===== src/rtl/cct_pkg.sv =====
package cct_pkg;

  typedef enum logic [1:0] {
    ACT_HOLD   = 2'd0,
    ACT_LOW    = 2'd1,
    ACT_HIGH   = 2'd2,
    ACT_TOGGLE = 2'd3
  } cmp_act_e;

  // Bit 0 selects the rising edge and bit 1 the falling edge, so the
  // code can be used directly as a mask over {fall, rise}.
  typedef enum logic [1:0] {
    EDGE_NONE = 2'd0,
    EDGE_RISE = 2'd1,
    EDGE_FALL = 2'd2,
    EDGE_BOTH = 2'd3
  } cap_edge_e;

  typedef struct packed {
    cap_edge_e edge_sel;  // [4:3]
    cmp_act_e  act;       // [2:1]
    logic      is_cmp;    // [0]
  } slot_mode_t;

  localparam int MODE_W  = 5;

  // control word layout
  localparam int CTL_RUN = 0;
  localparam int CTL_SRC = 1;  // 3 bits
  localparam int CTL_CLR = 4;  // 3 bits
  localparam int CTL_BUF = 7;  // one bit per register pair

  // address map (general registers follow the mode registers)
  localparam int A_CTRL  = 0;
  localparam int A_CNT   = 1;
  localparam int A_FLAG  = 2;
  localparam int A_PIN   = 3;
  localparam int A_MODE  = 4;

endpackage


===== src/rtl/cct_pin_sync.sv =====
module cct_pin_sync #(
  parameter int STAGES = 2
) (
  input  logic       clk,
  input  logic       rst,
  input  logic       din,
  output logic [1:0] edges   // {fall, rise}
);

  logic [STAGES:0] sh_q;

  always_ff @(posedge clk) begin
    if (rst) sh_q <= '0;
    else     sh_q <= {sh_q[STAGES-1:0], din};
  end

  assign edges = { ~sh_q[STAGES-1] &  sh_q[STAGES],
                    sh_q[STAGES-1] & ~sh_q[STAGES] };

endmodule


===== src/rtl/cct_tick_gen.sv =====
module cct_tick_gen #(
  parameter int NDIV   = 4,
  parameter int STAGES = 2
) (
  input  logic       clk,
  input  logic       rst,
  input  logic       run,
  input  logic [2:0] src_sel,
  input  logic       ext_clk,
  output logic       tick
);

  localparam int PRE_W = (NDIV > 1) ? NDIV - 1 : 1;
  localparam logic [1:0] EXT_EDGE = 2'b01;

  logic [PRE_W-1:0] pre_q;
  logic [1:0]       ext_edges;
  logic             int_tick;

  always_ff @(posedge clk) begin
    if (rst || !run) pre_q <= '0;
    else             pre_q <= pre_q + 1'b1;
  end

  cct_pin_sync #(.STAGES(STAGES)) u_ext_sync (
    .clk   (clk),
    .rst   (rst),
    .din   (ext_clk),
    .edges (ext_edges)
  );

  always_comb begin
    int_tick = 1'b0;
    for (int k = 0; k < NDIV; k++) begin
      if (src_sel == 3'(k))
        int_tick = ((pre_q & PRE_W'((1 << k) - 1)) == PRE_W'((1 << k) - 1));
    end
  end

  assign tick = run && ((src_sel < 3'(NDIV)) ? int_tick
                        : (src_sel == 3'(NDIV)) && |(ext_edges & EXT_EDGE));

  AST_DIV2_GAP: assert property (@(posedge clk) disable iff (rst)
    (tick && src_sel == 3'd1) |=> (!tick || src_sel != 3'd1));

endmodule


===== src/rtl/cct_slot.sv =====
module cct_slot
  import cct_pkg::*;
#(
  parameter int CW     = 16,
  parameter int STAGES = 2
) (
  input  logic              clk,
  input  logic              rst,
  input  logic              tick,
  input  logic              run,
  input  logic              func_en,
  input  logic [CW-1:0]     count,
  input  logic [CW-1:0]     gr,
  input  logic              mode_we,
  input  logic [MODE_W-1:0] mode_wdata,
  input  logic              preset_we,
  input  logic              preset_val,
  input  logic              clr_match,
  input  logic              clr_capt,
  input  logic              pin_in,
  output logic [MODE_W-1:0] mode_bits,
  output logic              match_evt,
  output logic              capt_evt,
  output logic              pin_out,
  output logic              pin_oe,
  output logic              match_flag,
  output logic              capt_flag
);

  slot_mode_t mode_q;
  logic [1:0] in_edges;

  always_ff @(posedge clk) begin
    if (rst)          mode_q <= '0;
    else if (mode_we) mode_q <= slot_mode_t'(mode_wdata);
  end
  assign mode_bits = mode_q;

  cct_pin_sync #(.STAGES(STAGES)) u_in_sync (
    .clk   (clk),
    .rst   (rst),
    .din   (pin_in),
    .edges (in_edges)
  );

  assign match_evt = func_en && mode_q.is_cmp && tick && (count == gr);
  assign capt_evt  = func_en && !mode_q.is_cmp && |(in_edges & 2'(mode_q.edge_sel));

  always_ff @(posedge clk) begin
    if (rst) begin
      pin_out <= 1'b0;
    end else if (match_evt) begin
      case (mode_q.act)
        ACT_LOW:    pin_out <= 1'b0;
        ACT_HIGH:   pin_out <= 1'b1;
        ACT_TOGGLE: pin_out <= ~pin_out;
        default:    pin_out <= pin_out;
      endcase
    end else if (preset_we && !run) begin
      pin_out <= preset_val;
    end
  end

  always_ff @(posedge clk) begin
    if (rst) begin
      pin_oe     <= 1'b0;
      match_flag <= 1'b0;
      capt_flag  <= 1'b0;
    end else begin
      pin_oe     <= mode_q.is_cmp;
      match_flag <= match_evt | (match_flag & ~clr_match);
      capt_flag  <= capt_evt  | (capt_flag  & ~clr_capt);
    end
  end

  AST_PRESET_LOCK: assert property (@(posedge clk) disable iff (rst)
    (run && !match_evt) |=> $stable(pin_out));
  AST_CAPT_FLAG: assert property (@(posedge clk) disable iff (rst)
    capt_evt |=> capt_flag);
  AST_MATCH_ON_TICK: assert property (@(posedge clk) disable iff (rst)
    $rose(match_flag) |-> $past(tick));

endmodule


===== src/rtl/cc_timer_chan.sv =====
module cc_timer_chan
  import cct_pkg::*;
#(
  parameter int CW     = 16,
  parameter int NREG   = 4,
  parameter int AW     = 4,
  parameter int NDIV   = 4,
  parameter int STAGES = 2
) (
  input  logic            clk,
  input  logic            rst,
  input  logic            bus_we,
  input  logic [AW-1:0]   bus_addr,
  input  logic [CW-1:0]   bus_wdata,
  output logic [CW-1:0]   bus_rdata,
  input  logic            ext_clk,
  input  logic [NREG-1:0] cc_in,
  output logic [NREG-1:0] cc_out,
  output logic [NREG-1:0] cc_oe
);

  localparam int NPAIR  = NREG / 2;
  localparam int CTRL_W = CTL_BUF + NPAIR;
  localparam int A_GR   = A_MODE + NREG;

  logic [CTRL_W-1:0]           ctrl_q;
  logic [CW-1:0]               count_q;
  logic [CW-1:0]               rd_mux;
  logic                        run, tick, clear_evt, cnt_we, flag_we;
  logic [2:0]                  src_sel, clr_sel;
  logic [NPAIR-1:0]            buf_en;
  logic [NREG-1:0]             match_evt, capt_evt, match_flag, capt_flag;
  logic [NREG-1:0][CW-1:0]     gr_v;
  logic [NREG-1:0][MODE_W-1:0] mode_v;

  assign run     = ctrl_q[CTL_RUN];
  assign src_sel = ctrl_q[CTL_SRC +: 3];
  assign clr_sel = ctrl_q[CTL_CLR +: 3];
  assign buf_en  = ctrl_q[CTL_BUF +: NPAIR];
  assign cnt_we  = bus_we && (bus_addr == AW'(A_CNT));
  assign flag_we = bus_we && (bus_addr == AW'(A_FLAG));

  always_ff @(posedge clk) begin
    if (rst)                                      ctrl_q <= '0;
    else if (bus_we && bus_addr == AW'(A_CTRL))   ctrl_q <= bus_wdata[CTRL_W-1:0];
  end

  cct_tick_gen #(.NDIV(NDIV), .STAGES(STAGES)) u_tick (
    .clk     (clk),
    .rst     (rst),
    .run     (run),
    .src_sel (src_sel),
    .ext_clk (ext_clk),
    .tick    (tick)
  );

  always_comb begin
    clear_evt = 1'b0;
    for (int j = 0; j < NREG; j++)
      if (clr_sel == 3'(j + 1)) clear_evt = match_evt[j] | capt_evt[j];
  end

  always_ff @(posedge clk) begin
    if (rst)            count_q <= '0;
    else if (cnt_we)    count_q <= bus_wdata;
    else if (clear_evt) count_q <= '0;
    else if (tick)      count_q <= count_q + 1'b1;
  end

  for (genvar j = 0; j < NREG; j++) begin : g_reg
    logic [CW-1:0] gr_r;
    logic          gr_we, func_en;

    assign gr_we = bus_we && (bus_addr == AW'(A_GR + j));

    if (j < NPAIR) begin : g_main
      assign func_en = 1'b1;
      always_ff @(posedge clk) begin
        if (rst)                             gr_r <= '0;
        else if (capt_evt[j])                gr_r <= count_q;
        else if (match_evt[j] && buf_en[j])  gr_r <= gr_v[j+NPAIR];
        else if (gr_we)                      gr_r <= bus_wdata;
      end
      AST_BUF_PUSH: assert property (@(posedge clk) disable iff (rst)
        (buf_en[j] && capt_evt[j]) |=> (gr_v[j+NPAIR] == $past(gr_v[j])));
    end else begin : g_buf
      assign func_en = !buf_en[j-NPAIR];
      always_ff @(posedge clk) begin
        if (rst)                                          gr_r <= '0;
        else if (capt_evt[j])                             gr_r <= count_q;
        else if (buf_en[j-NPAIR] && capt_evt[j-NPAIR])    gr_r <= gr_v[j-NPAIR];
        else if (gr_we)                                   gr_r <= bus_wdata;
      end
    end

    assign gr_v[j] = gr_r;

    cct_slot #(.CW(CW), .STAGES(STAGES)) u_slot (
      .clk        (clk),
      .rst        (rst),
      .tick       (tick),
      .run        (run),
      .func_en    (func_en),
      .count      (count_q),
      .gr         (gr_r),
      .mode_we    (bus_we && (bus_addr == AW'(A_MODE + j))),
      .mode_wdata (bus_wdata[MODE_W-1:0]),
      .preset_we  (bus_we && (bus_addr == AW'(A_PIN))),
      .preset_val (bus_wdata[j]),
      .clr_match  (flag_we && bus_wdata[j]),
      .clr_capt   (flag_we && bus_wdata[NREG+j]),
      .pin_in     (cc_in[j]),
      .mode_bits  (mode_v[j]),
      .match_evt  (match_evt[j]),
      .capt_evt   (capt_evt[j]),
      .pin_out    (cc_out[j]),
      .pin_oe     (cc_oe[j]),
      .match_flag (match_flag[j]),
      .capt_flag  (capt_flag[j])
    );
  end

  always_comb begin
    rd_mux = '0;
    if (bus_addr == AW'(A_CTRL)) rd_mux = CW'(ctrl_q);
    if (bus_addr == AW'(A_CNT))  rd_mux = count_q;
    if (bus_addr == AW'(A_FLAG)) rd_mux = CW'({capt_flag, match_flag});
    if (bus_addr == AW'(A_PIN))  rd_mux = CW'(cc_out);
    for (int j = 0; j < NREG; j++) begin
      if (bus_addr == AW'(A_MODE + j)) rd_mux = CW'(mode_v[j]);
      if (bus_addr == AW'(A_GR + j))   rd_mux = gr_v[j];
    end
  end

  always_ff @(posedge clk) begin
    if (rst) bus_rdata <= '0;
    else     bus_rdata <= rd_mux;
  end

  AST_CNT_HOLD: assert property (@(posedge clk) disable iff (rst)
    (!tick && !clear_evt && !cnt_we) |=> $stable(count_q));
  AST_CLR_ZERO: assert property (@(posedge clk) disable iff (rst)
    (clear_evt && !cnt_we) |=> (count_q == '0));
  AST_STOP_NO_TICK: assert property (@(posedge clk) disable iff (rst)
    !run |-> !tick);

endmodule


===== config.mk =====
export PLATFORM = sky130hd
export DESIGN_NAME = cc_timer_chan
export DESIGN_NICKNAME = d
export VERILOG_FILES = /design/src/rtl/cct_pkg.sv /design/src/rtl/cct_pin_sync.sv /design/src/rtl/cct_tick_gen.sv /design/src/rtl/cct_slot.sv /design/src/rtl/cc_timer_chan.sv
export SDC_FILE = /design/constraint.sdc
export NUM_CORES = 1
export LEC_CHECK = 0
export ABC_AREA = 1
export BUFFER_PORTS_ARGS = -buffer_cell sky130_fd_sc_hd__buf_2
export CORE_MARGIN = 5
export CORE_UTILIZATION = 56
export CTS_CLUSTER_SIZE = 14
export DETAILED_ROUTE_END_ITERATION = 7
export PLACE_DENSITY = 0.79
export RECOVER_POWER = 100
export SKIP_LAST_GASP = 1
export SLEW_MARGIN = 40
export SYNTH_ARGS = -nofsm -noshare
export SYNTH_HDL_FRONTEND = slang
export SYNTH_SLANG_ARGS = --single-unit

===== constraint.sdc =====
create_clock -name clk -period 2 [get_ports clk]
set_input_delay 0.3 -clock clk [delete_from_list [all_inputs] [get_ports clk]]
set_output_delay 0.3 -clock clk [all_outputs]
set_load 0.03 [all_outputs]

* Word-level counts from Yosys, hierarchy flattened *
Index checks and enable logic that the tools add are counted.

storage, ports and cells
  register bits after elaboration = 159
  input bits = 28
  output and inout port bits = 24
  word-level logic and storage cells = 257

cells by class
  $add $sub $neg = 2
  magnitude comparators = 1
  eq/ne operators = 41
  mux-type cells = 48
  bitwise logic cells = 54
  reductions and logical operators = 70

operators with widths
  kind                                                                   number
  16-bit two-way mux                                                     26
  16-bit equality test                                                   4
  1-bit logical AND                                                      43
  1-bit NOT                                                              21
  2-bit equality test, second input constant                             9
  1-bit AND                                                              17
  1-bit two-way mux                                                      17
  16-bit by 1-bit adder with 16-bit output, second input constant        1
  4-bit by 3-bit equality test with 1-bit output, second input constant  4
  4-bit equality test, second input constant                             4
  4-bit inequality test, second input constant                           4
  3-bit nonzero test                                                     5
  3-bit by 2-bit equality test with 1-bit output, second input constant  4
  1-bit OR                                                               12
  1-bit one-hot mux with 3 select lines                                  4
  3-bit equality test, second input constant                             3
  9-bit two-way mux                                                      1
  2-bit AND                                                              4
  2-bit by 1-bit equality test with 1-bit output, second input constant  4
  4-bit by 2-bit equality test with 1-bit output, second input constant  2
  2-bit AND reduction                                                    4
  2-bit nonzero test                                                     4
  2-bit OR reduction                                                     4
  1-bit zero test                                                        7
  7 further kinds                                                        8

* Logic depth before layout (Yosys ltp) *
  depth in word-level cells = 16
  mapped depth = 18
  mapped depth without buffers = 17

* Modules after synthesis *
A second synthesis with hierarchy kept.

unflattened totals
  cells, all modules = 1691
  area, all modules = 10294.9 sq um

by module, submodules not included
  module         instances  cells each  area each (sq um)  seq. area each (sq um)
  cc_timer_chan  1          1016        6398.6             2102.0
  cct_slot       4          148         817.0              180.2
  cct_pin_sync   5          12          93.8               60.1
  cct_tick_gen   1          23          158.9              60.1

* Worst setup path after synthesis *
No wires, ideal clock.

  kind = reg-to-reg
  from = register u_tick.pre_q[0]
  to = register count_q[10]
  library setup time = 110 ps
  arrival = 1912 ps
  required time = 1890 ps
  slack = -22 ps
  cell stages (with the launch flop) = 17
  path buffers = 2
  clock period less this slack = 2022 ps
  path through = dfxtp_1 > ha_1 > ha_1 > inv_1 > nand2_1 > nand3_1 > nand2_1 > nand3_1 > nor2_1 > nand3_2 > nand2_1 > a21oi_1 > buf_2 > buf_6 > nand4_1 > nand2_1 > nor2_2

on the way
  longest elaborated chain between the ends = 14
  elaborated cells between the ends (all ways) = 26
  those cells by class = 2 x eq/ne; 10 x mux; 4 x bitwise; 10 x reduce/logical

ends and longest elaborated chain
  item                                                             RTL line                                source
  start: declaration                                               cct_tick_gen.sv:16                      logic [PRE_W-1:0] pre_q;
  start signal: assignment                                         cct_tick_gen.sv:22                      else pre_q <= pre_q + 1'b1;
  2-bit equality test / 1-bit two-way mux (equally long branches)  cct_tick_gen.sv:36, cct_tick_gen.sv:35
  1-bit two-way mux                                                cct_tick_gen.sv:35                      if (src_sel == 3'(k))
  1-bit two-way mux (*)                                            cct_tick_gen.sv:35
  1-bit two-way mux (*)                                            cct_tick_gen.sv:40                      assign tick = run && ((src_sel < 3'(NDIV)) ? int_tick
  1-bit logical AND (*)                                            cct_tick_gen.sv:40
  1-bit logical AND (2 in series)                                  cct_slot.sv:46                          assign match_evt = func_en && mode_q.is_cmp && tick && (count == gr);
  1-bit OR                                                         cc_timer_chan.sv:60                     if (clr_sel == 3'(j + 1)) clear_evt = match_evt[j] | capt_evt[j];
  1-bit two-way mux (4 in series)                                  cc_timer_chan.sv:60
  16-bit two-way mux                                               cc_timer_chan.sv:66                     else if (clear_evt) count_q <= '0;
  16-bit two-way mux                                               cc_timer_chan.sv:65                     else if (cnt_we) count_q <= bus_wdata;
  end signal: assignment                                           cc_timer_chan.sv:65
  end signal: assignment                                           cc_timer_chan.sv:67                     else if (tick) count_q <= count_q + 1'b1;
  end: declaration                                                 cc_timer_chan.sv:27                     logic [CW-1:0] count_q;

Every way passes the cells marked *; elsewhere a longest branch is shown, timed or not.
A chain may end at the register's enable or synchronous reset.

* Final worst setup path *
  from = register u_tick.pre_q[0]
  to = register count_q[6]

Same word-level chain as after synthesis.

==> flow_metrics.py <==
metrics = {
    "outcome": {
        "status": "finished, violations left",
        "violations": "setup timing",
    },
    "power": {
        "swShare": 0.314,
        "power_leakage_nw": 5.62,
        "p_total_mw": 7.88,
        "pwr-share-comb": 0.168,
        "clkPwrFrac": 0.402,
        "ir_drop_mv": 0.650,
        "p_switching_mw": 2.47,
        "power_frac_seq": 0.430,
        "p_int_mw": 5.41,
        "power_density_nw_per_um2": 645,
    },
    "detailed_routing": {
        "first_pass_iters": 6,
        "num_vias": 11427,
        "avgViaCountPerCell": 6.08,
        "wl_per_cell_um": 20.0,
        "drt-initial-drc-count": 1615,
        "routed_wl_um": 37600,
        "ant_nets": 0,
        "drc": 0,
    },
    "sta": {
        "clock-skew-final_ps": 11.5,
        "fmax_mhz": 457,
        "hold_slack_ps": 48.8,
        "rsz0062_at_grt": "true",
        "slew_headroom": 0.287,
        "finalCriticalPeriod_ps": 2190,
        "final-setup-viol-count": 58,
        "worst_pin_slew_ps": 1070,
        "setup_slack_ps": -186,
        "finalHoldViolations": 0,
        "fin_crit_sh": 1.09,
        "slew_violations": 0,
        "fin_setup_tns_ps": -5810,
    },
    "setup_path": {
        "cp_max_fo": 8,
        "cp-end-kind": "register",
        "path_class": "reg -> reg",
        "worst_ep_required_time_ps": 2340,
        "critPathArrivalTime_ps": 2520,
        "critPathLaunchType": "register",
    },
    "clock_network": {
        "cts_tree": "built",
        "cts_buffers": 17,
        "worstSkewPairLatency_ps": 450,
        "cts.htree.levels": 4,
        "cts_root_buf": "clkbuf_16",
        "cts_buffer_depth": 2,
        "path_clk_slew_ps": 70,
        "cts.sinks": 159,
        "ctsHoldBuffers": 0,
    },
    "logic_synthesis": {
        "syn_nets": 1515,
        "ys_seq_elements": 159,
        "yosysSeqAreaShare": 0.331,
        "yosysWarnings": 0,
        "synth_area_sq_um": 9620,
        "ys_types": 40,
        "synth.avg_cell_area_sq_um": 6.52,
        "synth_cells": 1476,
    },
    "layout": {
        "stdcell_count": 1878,
        "antenna_cells": 0,
        "syn_to_final_growth_pct": 27.0,
        "n_fill_cell": 1447,
        "drive_above_1_share": 0.200,
        "regArea_sq_um": 3200,
        "final_area_sq_um": 12200,
        "nNetsFinal": 1679,
        "fin_util": 0.716,
        "multi_input_comb_area_sq_um": 5400,
    },
    "die": {
        "die_x_um": 141,
        "ios": 52,
        "die_height_um": 141,
        "coreArea_sq_um": 17100,
        "floorplan.initialDensity": 0.564,
        "die_area_sq_um": 19900,
        "num_rows": 48,
    },
    "grt": {
        "grt_pass1_wl_um": 56600,
        "overflow": 0,
        "grt_pass1_vias": 10373,
        "antenna_found_initial": 0,
        "grt_max_degree": 44,
        "gr-usage-all-layers": 0.364,
    },
    "place": {
        "place_ws_ps": -131,
        "hpwl_um": 26800,
        "postPlaceCellArea_sq_um": 11100,
        "gp_congestion": 0.999,
        "port-buffer-count": 51,
        "dpl.cell_count": 1824,
    },
    "hold_path": {
        "hold_class": "in -> reg",
    },
    "run": {
        "drv_cap": 0,
    },
}
[Yosys cell counts (all sizes together)]
cell       n  area share
a211oi     1     0.00078
a21oi    137       0.071
a221oi    12       0.011
a22oi      1     0.00078
a31oi     29       0.019
buf       44       0.031
clkbuf    46       0.018
clkinv     5      0.0021
dfxtp    159        0.33
ha        11       0.014
inv      210       0.082
nand2    325        0.13
nand3     54       0.031
nand4     33       0.021
nor2     122       0.051
nor3      12      0.0085
o2111ai    4      0.0036
o211ai    54       0.043
o21ai    151       0.079
o21bai     7      0.0055
o221ai     6      0.0055
o22ai     18       0.012
o31ai      4      0.0031
or2        2      0.0013
xnor2     10      0.0091
xor2      19       0.017
[registers in the layout, summed over array words and instances (netlist names)]
register                 flops
bus_rdata                   16
count_q                     16
ctrl_q                       9
g.gr_r                      64
g.u_slot.capt_flag           4
g.u_slot.match_flag          4
g.u_slot.mode_bits          20
g.u_slot.pin_oe              4
g.u_slot.pin_out             4
g.u_slot.u_in_sync.sh_q     12
u_tick.pre_q                 3
u_tick.u_ext_sync.sh_q       3
[power groups by stage]
| stage | clock (mW) | sequential, mW | combinational (mW) |
|---|---|---|---|
| floorplan | 0 | 3.43 | 0.720 |
| global placement | 0 | 3.45 | 1.19 |
| detailed placement | 0 | 3.45 | 1.21 |
| CTS | 3.15 | 3.38 | 1.26 |
| global route | 3.32 | 3.40 | 1.42 |
| finish | 3.16 | 3.39 | 1.32 |
[layer usage]
metal | global-route usage | up-vias | share of wire
met5 | 0 | - | 0
met4 | 0.146 | 0 | 0.045
met3 | 0.0953 | 155 | 0.14
met2 | 0.531 | 828 | 0.42
met1 | 0.511 | 5221 | 0.40
li1 | - | 5223 | -
[worst paths after layout]
kind | startpoint | end | slack (ps) | cells past startpoint
worst max register to register | u_tick.pre_q[0] | count_q[6] | -190 | 18
worst max-delay path | u_tick.pre_q[0] | count_q[6] | -190 | 18
worst min register to register | g_reg[2].u_slot.u_in_sync.sh_q[0] | g_reg[2].u_slot.u_in_sync.sh_q[1] | 400 | 2
worst min-delay path | cc_in[1] | g_reg[1].u_slot.u_in_sync.sh_q[0] | 50 | 3
[worst max-delay path, stage by stage (launching register included)]
cell and delay, ps:
dfxtp_2 350, ha_4 150, ha_4 120, inv_2 30, nand2_2 50, nand3_2 80, nand2_2 90, nand3_4 130
nor2_4 160, nand2_2 70, nand2_1 60, nand2_1 40, nor2_1 110, nand2_2 110, buf_12 170, nand3_4 80
nand2_1 60, nor2_1 130, nor2_1 60
[logic make-up after synthesis]
logic type,share of synthesized area
compound gates,0.254
xor+xnor,0.0264
fa+ha+maj,0.0143
buf+inv,0.134
flops,0.331
simple gates,0.241
[layout make-up]
cell class,count,area share
clock inverters,14,0.0105
clock buffers,18,0.0351
multi-input cells,1012,0.441
well taps,225,0.0230
inverters,215,0.0668
repair buffers,235,0.161
flip-flops and latches,159,0.262
[placed cells by master, fill, tap and decap left out, types with 6 or more instances in the layout]
cell type / count
o22ai_1: 18
buf_12: 18
xor2_1: 18
clkbuf_16: 20
buf_2: 26
nor2_2: 16
nor3_1: 9
ha_1: 9
buf_6: 7
o21ai_1: 21
o21ai_0: 128
inv_2: 16
nand3_2: 9
nand2_2: 12
a31oi_1: 29
a21oi_1: 134
nand4_1: 33
buf_4: 141
dfxtp_1: 149
dfxtp_2: 9
clkbuf_1: 32
nor2_1: 103
nand3_1: 41
nand2_1: 312
o221ai_1: 6
o211ai_1: 52
xnor2_1: 9
o21bai_1: 7
a221oi_1: 12
inv_1: 191
[timing repair]
item	4_1_cts	5_1_grt
gates cloned	5	3
setup buffers	9	8
resized for setup	52	41
setup endpoints to repair	52	85
endpoints found under the hold margin	0	0
pin swaps	21	16
(Power assumes the default switching activity.)
